--- config.mk ---
export PLATFORM = sky130hd
export DESIGN_NAME = sar_ctrl
export DESIGN_NICKNAME = d
export VERILOG_FILES = /design/src/rtl/sar_pkg.sv /design/src/rtl/sar_seq.sv /design/src/rtl/sar_bitreg.sv /design/src/rtl/sar_ctrl.sv
export SDC_FILE = /design/constraint.sdc
export NUM_CORES = 1
export LEC_CHECK = 0
export ABC_AREA = 0
export BUFFER_PORTS_ARGS = -buffer_cell sky130_fd_sc_hd__buf_2
export CAP_MARGIN = 15
export CORE_UTILIZATION = 50
export DETAILED_ROUTE_END_ITERATION = 8
export PLACE_DENSITY_LB_ADDON = 0.2
export SETUP_SLACK_MARGIN = 0.3
export SYNTH_ARGS = -nofsm -noshare
export SYNTH_HDL_FRONTEND = slang
export SYNTH_HIERARCHICAL = 1
export SYNTH_SLANG_ARGS = --single-unit
--- constraint.sdc ---
create_clock -name clk -period 3.35 [get_ports clk]
set_clock_uncertainty 0.05 [all_clocks]
set_input_delay 0.1675 -clock clk [delete_from_list [all_inputs] [get_ports clk]]
set_output_delay 0.1675 -clock clk [all_outputs]
set_load 0.01 [all_outputs]
--- src/rtl/sar_pkg.sv ---
package sar_pkg;

   typedef enum logic [1:0] {
      ST_IDLE  = 2'd0,
      ST_TRIAL = 2'd1,
      ST_DONE  = 2'd2
   } sar_state_t;

endpackage

--- src/rtl/sar_seq.sv ---
module sar_seq
   import sar_pkg::*;
#(
   parameter int WIDTH = 8,
   localparam int IW = (WIDTH > 1) ? $clog2(WIDTH) : 1
) (
   input  logic          clk,
   input  logic          rst_n,
   input  logic          start,
   output sar_state_t    state_o,
   output logic [IW-1:0] idx_o,
   output logic          load_o,
   output logic          trial_o,
   output logic          last_o
);

   sar_state_t    state_q;
   logic [IW-1:0] idx_q;

   assign load_o  = (state_q == ST_IDLE) && start;
   assign trial_o = (state_q == ST_TRIAL);
   assign last_o  = trial_o && (idx_q == '0);
   assign state_o = state_q;
   assign idx_o   = idx_q;

   always_ff @(posedge clk or negedge rst_n) begin
      if (!rst_n) begin
         state_q <= ST_IDLE;
         idx_q   <= '0;
      end else begin
         case (state_q)
            ST_IDLE: begin
               if (start) begin
                  state_q <= ST_TRIAL;
                  idx_q   <= IW'(WIDTH - 1);
               end
            end
            ST_TRIAL: begin
               if (idx_q == '0) begin
                  state_q <= ST_DONE;
               end else begin
                  idx_q <= idx_q - 1'b1;
               end
            end
            default: state_q <= ST_IDLE;
         endcase
      end
   end


   idx_descend_chk: assert property (@(posedge clk) disable iff (!rst_n)
      (trial_o && idx_q != '0) |=> (trial_o && idx_q == IW'($past(idx_q) - 1'b1)));


   done_to_idle_chk: assert property (@(posedge clk) disable iff (!rst_n)
      (state_q == ST_DONE) |=> (state_q == ST_IDLE));

endmodule

--- src/rtl/sar_bitreg.sv ---
module sar_bitreg #(
   parameter int WIDTH = 8,
   localparam int IW = (WIDTH > 1) ? $clog2(WIDTH) : 1
) (
   input  logic             clk,
   input  logic             rst_n,
   input  logic             load,
   input  logic             trial,
   input  logic             last,
   input  logic [IW-1:0]    idx,
   input  logic             cmp_hi,
   output logic [WIDTH-1:0] dac_code,
   output logic [WIDTH-1:0] result
);

   logic [WIDTH-1:0] code_q;
   logic [WIDTH-1:0] code_d;
   logic [WIDTH-1:0] sel;
   logic [WIDTH-1:0] result_q;

   for (genvar i = 0; i < WIDTH; i++) begin : g_bit
      assign sel[i]      = trial && (idx == IW'(i));
      assign code_d[i]   = load ? 1'b0 : (sel[i] ? cmp_hi : code_q[i]);
      assign dac_code[i] = code_q[i] | sel[i];
   end

   always_ff @(posedge clk or negedge rst_n) begin
      if (!rst_n) begin
         code_q   <= '0;
         result_q <= '0;
      end else begin
         code_q <= code_d;
         if (last) begin
            result_q <= code_d;
         end
      end
   end

   assign result = result_q;


   low_bits_clear_chk: assert property (@(posedge clk) disable iff (!rst_n)
      trial |-> ((dac_code & ((WIDTH'(1) << idx) - WIDTH'(1))) == '0));

endmodule

--- src/rtl/sar_ctrl.sv ---
module sar_ctrl
   import sar_pkg::*;
#(
   parameter int WIDTH = 8
) (
   input  logic             clk,
   input  logic             rst_n,
   input  logic             start,
   input  logic             cmp_hi,
   output logic [WIDTH-1:0] dac_code,
   output logic             busy,
   output logic             done,
   output logic [WIDTH-1:0] result,
   output logic             ser_bit,
   output logic             ser_valid
);

   localparam int IW = (WIDTH > 1) ? $clog2(WIDTH) : 1;

   if (WIDTH < 2) begin : g_width_bad
      $error("sar_ctrl: WIDTH must be at least 2");
   end

   sar_state_t    state;
   logic [IW-1:0] idx;
   logic          load;
   logic          trial;
   logic          last;

   sar_seq #(.WIDTH(WIDTH)) u_seq (
      .clk     (clk),
      .rst_n   (rst_n),
      .start   (start),
      .state_o (state),
      .idx_o   (idx),
      .load_o  (load),
      .trial_o (trial),
      .last_o  (last)
   );

   sar_bitreg #(.WIDTH(WIDTH)) u_reg (
      .clk      (clk),
      .rst_n    (rst_n),
      .load     (load),
      .trial    (trial),
      .last     (last),
      .idx      (idx),
      .cmp_hi   (cmp_hi),
      .dac_code (dac_code),
      .result   (result)
   );

   assign busy      = (state != ST_IDLE);
   assign done      = (state == ST_DONE);
   assign ser_valid = trial;
   assign ser_bit   = trial & cmp_hi;


   done_after_trial_chk: assert property (@(posedge clk) disable iff (!rst_n)
      $rose(done) |-> $past(ser_valid));


   result_matches_trial_chk: assert property (@(posedge clk) disable iff (!rst_n)
      $rose(done) |-> ((result | WIDTH'(1)) == ($past(dac_code) | WIDTH'(1))));


   serial_in_busy_chk: assert property (@(posedge clk) disable iff (!rst_n)
      ser_valid |-> (busy && !done));


   result_hold_chk: assert property (@(posedge clk) disable iff (!rst_n)
      (!done && !$past(ser_valid)) |-> $stable(result));

endmodule

### Word-level counts from Yosys, hierarchy flattened

Index checks and enable logic that the tools add are counted.

| word-level totals | value |
|---|---|
| register bits | 21 |
| bits of input ports | 4 |
| output and inout bits | 20 |
| logic and storage cells | 63 |

| cells by class | value |
|---|---|
| $add $sub $neg | 1 |
| equal/unequal tests | 12 |
| mux-type cells | 22 |
| bitwise gates (word level) | 9 |
| reduce and logical (&&, ||, !) cells | 15 |

Operators with widths:

| cell | count |
|---|---|
| $mux 1 | 16 |
| $eq 3x3->1 const B | 4 |
| $logic_and 1x1->1 | 9 |
| $or 1x1->1 | 8 |
| $eq 3x2->1 const B | 2 |
| $mux 3 | 2 |
| $pmux 3 s2 | 1 |
| $mux 2 | 2 |
| $ne 2x2->1 const B | 2 |
| $pmux 2 s2 | 1 |
| $reduce_bool 2->1 | 2 |
| $eq 3x1->1 const B | 1 |
| $logic_not 3->1 | 1 |
| $reduce_and 3->1 | 1 |
| $sub 3x1->3 const B | 1 |
| $eq 2x1->1 const B | 1 |
| $eq 2x2->1 const B | 1 |
| $logic_not 2->1 | 1 |
| $ne 2x1->1 const B | 1 |
| $reduce_and 2->1 | 1 |
| $and 1x1->1 | 1 |

### Longest topological paths before layout

| logic depth | value |
|---|---|
| depth in word-level cells | 4 |
| gate-level depth with buffers | 7 |
| depth with buffers taken out | 5 |

### Modules after synthesis

Netlist, hierarchy kept.

By module, submodules not included:

| module | instances | cells an instance | area each (um^2) | sequential area each (um^2) |
|---|---|---|---|---|
| sar_bitreg | 1 | 69 | 749.5 | 400.4 |
| sar_seq | 1 | 24 | 264.0 | 125.1 |
| sar_ctrl | 1 | 3 | 18.8 | 0.0 |

### Worst setup path after synthesis

No wires, ideal clock.

| timing path | value |
|---|---|
| path kind | register to register |
| start point | register u_seq.state_q[0] (netlist: u_seq/state_o[0]) |
| end point | register u_reg.result_q[0] (netlist: u_reg/result[0]) |
| library setup time | 0.134 ns |
| data arrival time | 1.468 ns |
| required time | 3.166 ns |
| setup slack | 1.698 ns |
| stages on the path, launching flop included | 8 |
| buffers on the path | 3 |
| period minus slack after synthesis | 1.652 ns |
| path through | dfrtp_1 > nor2b_1 > clkbuf_4 > and3_1 > clkbuf_1 > nand2b_1 > clkbuf_1 > o22ai_1 |

| on the way | value |
|---|---|
| longest elaborated chain between the ends | 4 |
| elaborated cells between the ends (all ways) | 6 |
| classes of those cells | 1 x eq/ne; 2 x mux; 3 x reduce/logical |

RTL lines:

| item | RTL line | source |
|---|---|---|
| from (decl) | sar_seq.sv:17 | `sar_state_t state_q;` |
| from (signal assigned) | sar_seq.sv:28 | `state_q <= ST_IDLE;` |
| from (signal assigned) | sar_seq.sv:34 | `state_q <= ST_TRIAL;` |
| from (signal assigned) | sar_seq.sv:40 | `state_q <= ST_DONE;` |
| $eq 2x1->1 * | sar_seq.sv:21 | `assign trial_o = (state_q == ST_TRIAL);` |
| net ser_valid | sar_ctrl.sv:15 | `output logic ser_valid` |
| $logic_and 1x1->1 * | sar_seq.sv:22 | `assign last_o = trial_o && (idx_q == '0);` |
| net last | sar_ctrl.sv:28 | `logic last;` |
| $mux 1 (2 in series) | sar_bitreg.sv:23 | `assign code_d[i] = load ? 1'b0 : (sel[i] ? cmp_hi : code_q[i]);` |
| to (signal assigned) | sar_bitreg.sv:34 | `result_q <= code_d;` |
| to (decl) | sar_bitreg.sv:19 | `logic [WIDTH-1:0] result_q;` |

Mark *: on every way through the listed nets, which the timed path passes. The rest lies on a longest branch.
A chain may end at the register's enable or synchronous reset.

### Final worst setup path

| timing path | value |
|---|---|
| start point | register u_seq.state_q[0] (netlist: u_seq/state_o[0]) |
| end point | output dac_code[0] |

| on the way | value |
|---|---|
| longest elaborated chain between the ends | 3 |

RTL lines:

| item | RTL line | source |
|---|---|---|
| $eq 2x1->1 | sar_seq.sv:21 |  |
| $logic_and 1x1->1 | sar_bitreg.sv:22 | `assign sel[i] = trial && (idx == IW'(i));` |
| $or 1x1->1 | sar_bitreg.sv:24 | `assign dac_code[i] = code_q[i] \| sel[i];` |
| to (decl) | sar_ctrl.sv:10 | `output logic [WIDTH-1:0] dac_code,` |

Every way passes these cells.

==> impl_metrics.yaml <==
placed_design:
  io_buffers: 23
  place_inst: 142
  place_congestion: 0.676
  hpwl_um: 1360
global_route:
  grt_max_degree: 22
  antenna_found_initial: 0
  grt.total_usage_pct: 20.2
  grt_pass1_vias: 691
  grt_pass1_wl_um: 3170
  overflow: 0
die:
  fp.dieW_um: 47.4
  io_pins: 24
  coreArea_um2: 1940
  die_y_um: 47.4
  start_util_pct: 53.2
  num_rows: 16
  dieArea_um2: 2250
setup_path:
  setup.worst_path.end_class: "primary output"
  worstPathArrival_ns: 2.16
  critPathKind: "reg2out"
  rrSetupSlack_ns: 1.10
  required_ns: 3.13
  startpoint_type: "flip-flop"
  ff2ff_path_depth: 4
  r2r-start: "u_seq/state_o[0]"
  crit_path_max_fanout: 16
  reg2reg_to: "u_reg/result[4]"
clock_network:
  numClockSinks: 21
  htree_levels: 1
  tritoncts: "yes"
  cts.clk_slew.worst_paths_ns: 0.12
  cts_buffers: 3
  cts-root-buf: "clkbuf_4"
  hold_buffers: 1
  insertion_delay_ns: 0.30
  post_cts_buffers: 0
  clockBufferDepth: 2
  cts_resized: 0
logic_synthesis:
  ys.warnings.count: 6
  synth_nets: 102
  yosys_register_bits: 21
  synth_area_per_cell_um2: 10.8
  synth_area_um2: 1030
  syn_inst: 96
  ys_seq_area_share_pct: 50.9
  synth_cell_type_count: 26
drt:
  antenna_left: 0
  vias: 781
  wl_um: 1970
  route.detailed.drc: 0
  viasPerCell: 5.31
  wl_per_cell_um: 13.4
  drtIter0Drc: 10
  dr.pass1.iters: 4
min_path:
  min_path_cells: 3
  hold_end: "u_seq/state_o[0]"
  hp-start: "start"
  worstHoldPathType: "in2reg"
cells_and_area:
  syn2layout_area_growth_pct: 16.4
  fin_nets: 127
  final_common_cell: "buf_2"
  final_layout_size_suffix_gt1_share_pct: 33.3
  finalNonFillerCells: 147
  diodes: 0
  mostFrequentLayoutCells: "23 x buf_2, 21 x dfrtp_1, 10 x inv_1"
run_status:
  status: "complete, no violations"
sta:
  rsz0062_at_grt: "no"
  setup_viol: 0
  period_share_pct: 71.1
  slew_violations: 0
  period_needed_ns: 2.38
  tns_ns: 0
  max_freq_mhz: 420
  relSlewSlack_pct: 41.7
  tightest_slew_ns: 0.873
  final-hold-violation-count: 0
flow_run:
  drv_cap: 0
power:
  p_leak_uw: 0.000634
  powerDensity_nw_per_um2: 944
  ir_drop_mv: 0.605
-- final cells by class --
class / count / area, um^2
clock buffers: 3 / 22.5
clock inverters: 1 / 5.00
fillers: 179 / 741
inverters: 11 / 41.3
multi-input cells: 59 / 440
flip-flops and latches: 21 / 526
well taps: 27 / 33.8
repair buffers: 25 / 133
-- report_power, final --
part	total, uW	leakage (uW)	switching [uW]	internal [uW]
registers	445	0.000266	88.8	356
clock network	122	0.0000177	77.4	44.5
logic	567	0.000350	295	272
-- kinds of logic after synthesis --
logic type | synth area share [%]
multiplexers | 9.94
AND/OR/NAND/NOR | 22.7
adder cells (fa/ha/maj) | 2.42
flip-flops | 50.9
AO/OA/AOI/OAI | 7.64
buffers and inverters | 6.42
-- sequential cells by signal (all words and copies together) (netlist names) --
register / cells
u_reg/code_q: 8
u_reg/result: 8
u_seq/idx_o: 3
u_seq/state_o: 2
-- synthesized netlist by cell type --
cell type	number	area [um^2]
mux2_2	2	22.5
inv_1	10	37.5
buf_2	2	10.0
nor2_1	9	33.8
and4bb_2	3	37.5
nor3b_1	1	7.51
clkbuf_1	2	7.51
and2_1	1	6.26
mux2i_1	8	80.1
a31o_1	1	8.76
a21oi_1	1	5.00
and3_1	2	12.5
ha_1	2	25.0
clkbuf_4	1	7.51
o22ai_1	8	50.1
a311oi_2	1	15.0
nor2b_1	2	12.5
or2_2	4	25.0
or2_1	1	6.26
nand2_1	2	7.51
inv_2	1	3.75
nand2b_1	6	37.5
nor4b_2	1	15.0
dfrtp_1	21	526
nand4_1	1	6.26
nand4b_1	3	26.3
-- worst max path at each step --
stage | from | endpoint | slack, ns | cells after the start
floorplan | u_seq/state_o[0] | u_reg/result[0] | 1.70 | 7
global placement | u_seq/state_o[0] | u_reg/result[2] | 1.24 | 4
detailed placement | u_seq/state_o[0] | u_reg/result[3] | 1.15 | 4
CTS | u_seq/state_o[0] | dac_code[0] | 0.97 | 4
global route | u_seq/state_o[0] | dac_code[0] | 0.74 | 4
finish | u_seq/state_o[0] | dac_code[0] | 0.97 | 4
-- per-stage QoR --
| stage | cell area, um^2 | util [%] | hold WS, ns | setup WS (ns) | power, uW |
|---|---|---|---|---|---|
| 3_5_place_dp | 1160 | 59.9 | 0.0998 | 1.15 | 1020 |
| 2_1_floorplan | 1030 | - | -0.178 | 1.70 | 839 |
| 6_report | 1200 | 61.9 | 0.152 | 0.969 | 1130 |
| 5_1_grt | 1200 | 61.9 | 0.190 | 0.743 | 1240 |
| 4_1_cts | 1200 | 61.9 | 0.141 | 0.974 | 1150 |
| 3_3_place_gp | 1160 | 59.9 | 0.0921 | 1.24 | 999 |
-- worst max-delay path, stage by stage (launching register included) --
cell and delay (ns):
dfrtp_1 0.44, nor2b_1 0.73, nor4b_2 0.39, or2_2 0.18, buf_2 0.12
-- layer usage --
| layer | vias up | track usage, % | part of all wire (%) |
|---|---|---|---|
| li1 | 377 | - | - |
| met1 | 384 | 29.9 | 48 |
| met2 | 18 | 31.0 | 48 |
| met3 | 2 | 2.26 | 3.3 |
| met4 | 0 | 6.86 | 0.46 |
| met5 | - | 0 | 0 |
(Power assumes the default switching activity.)
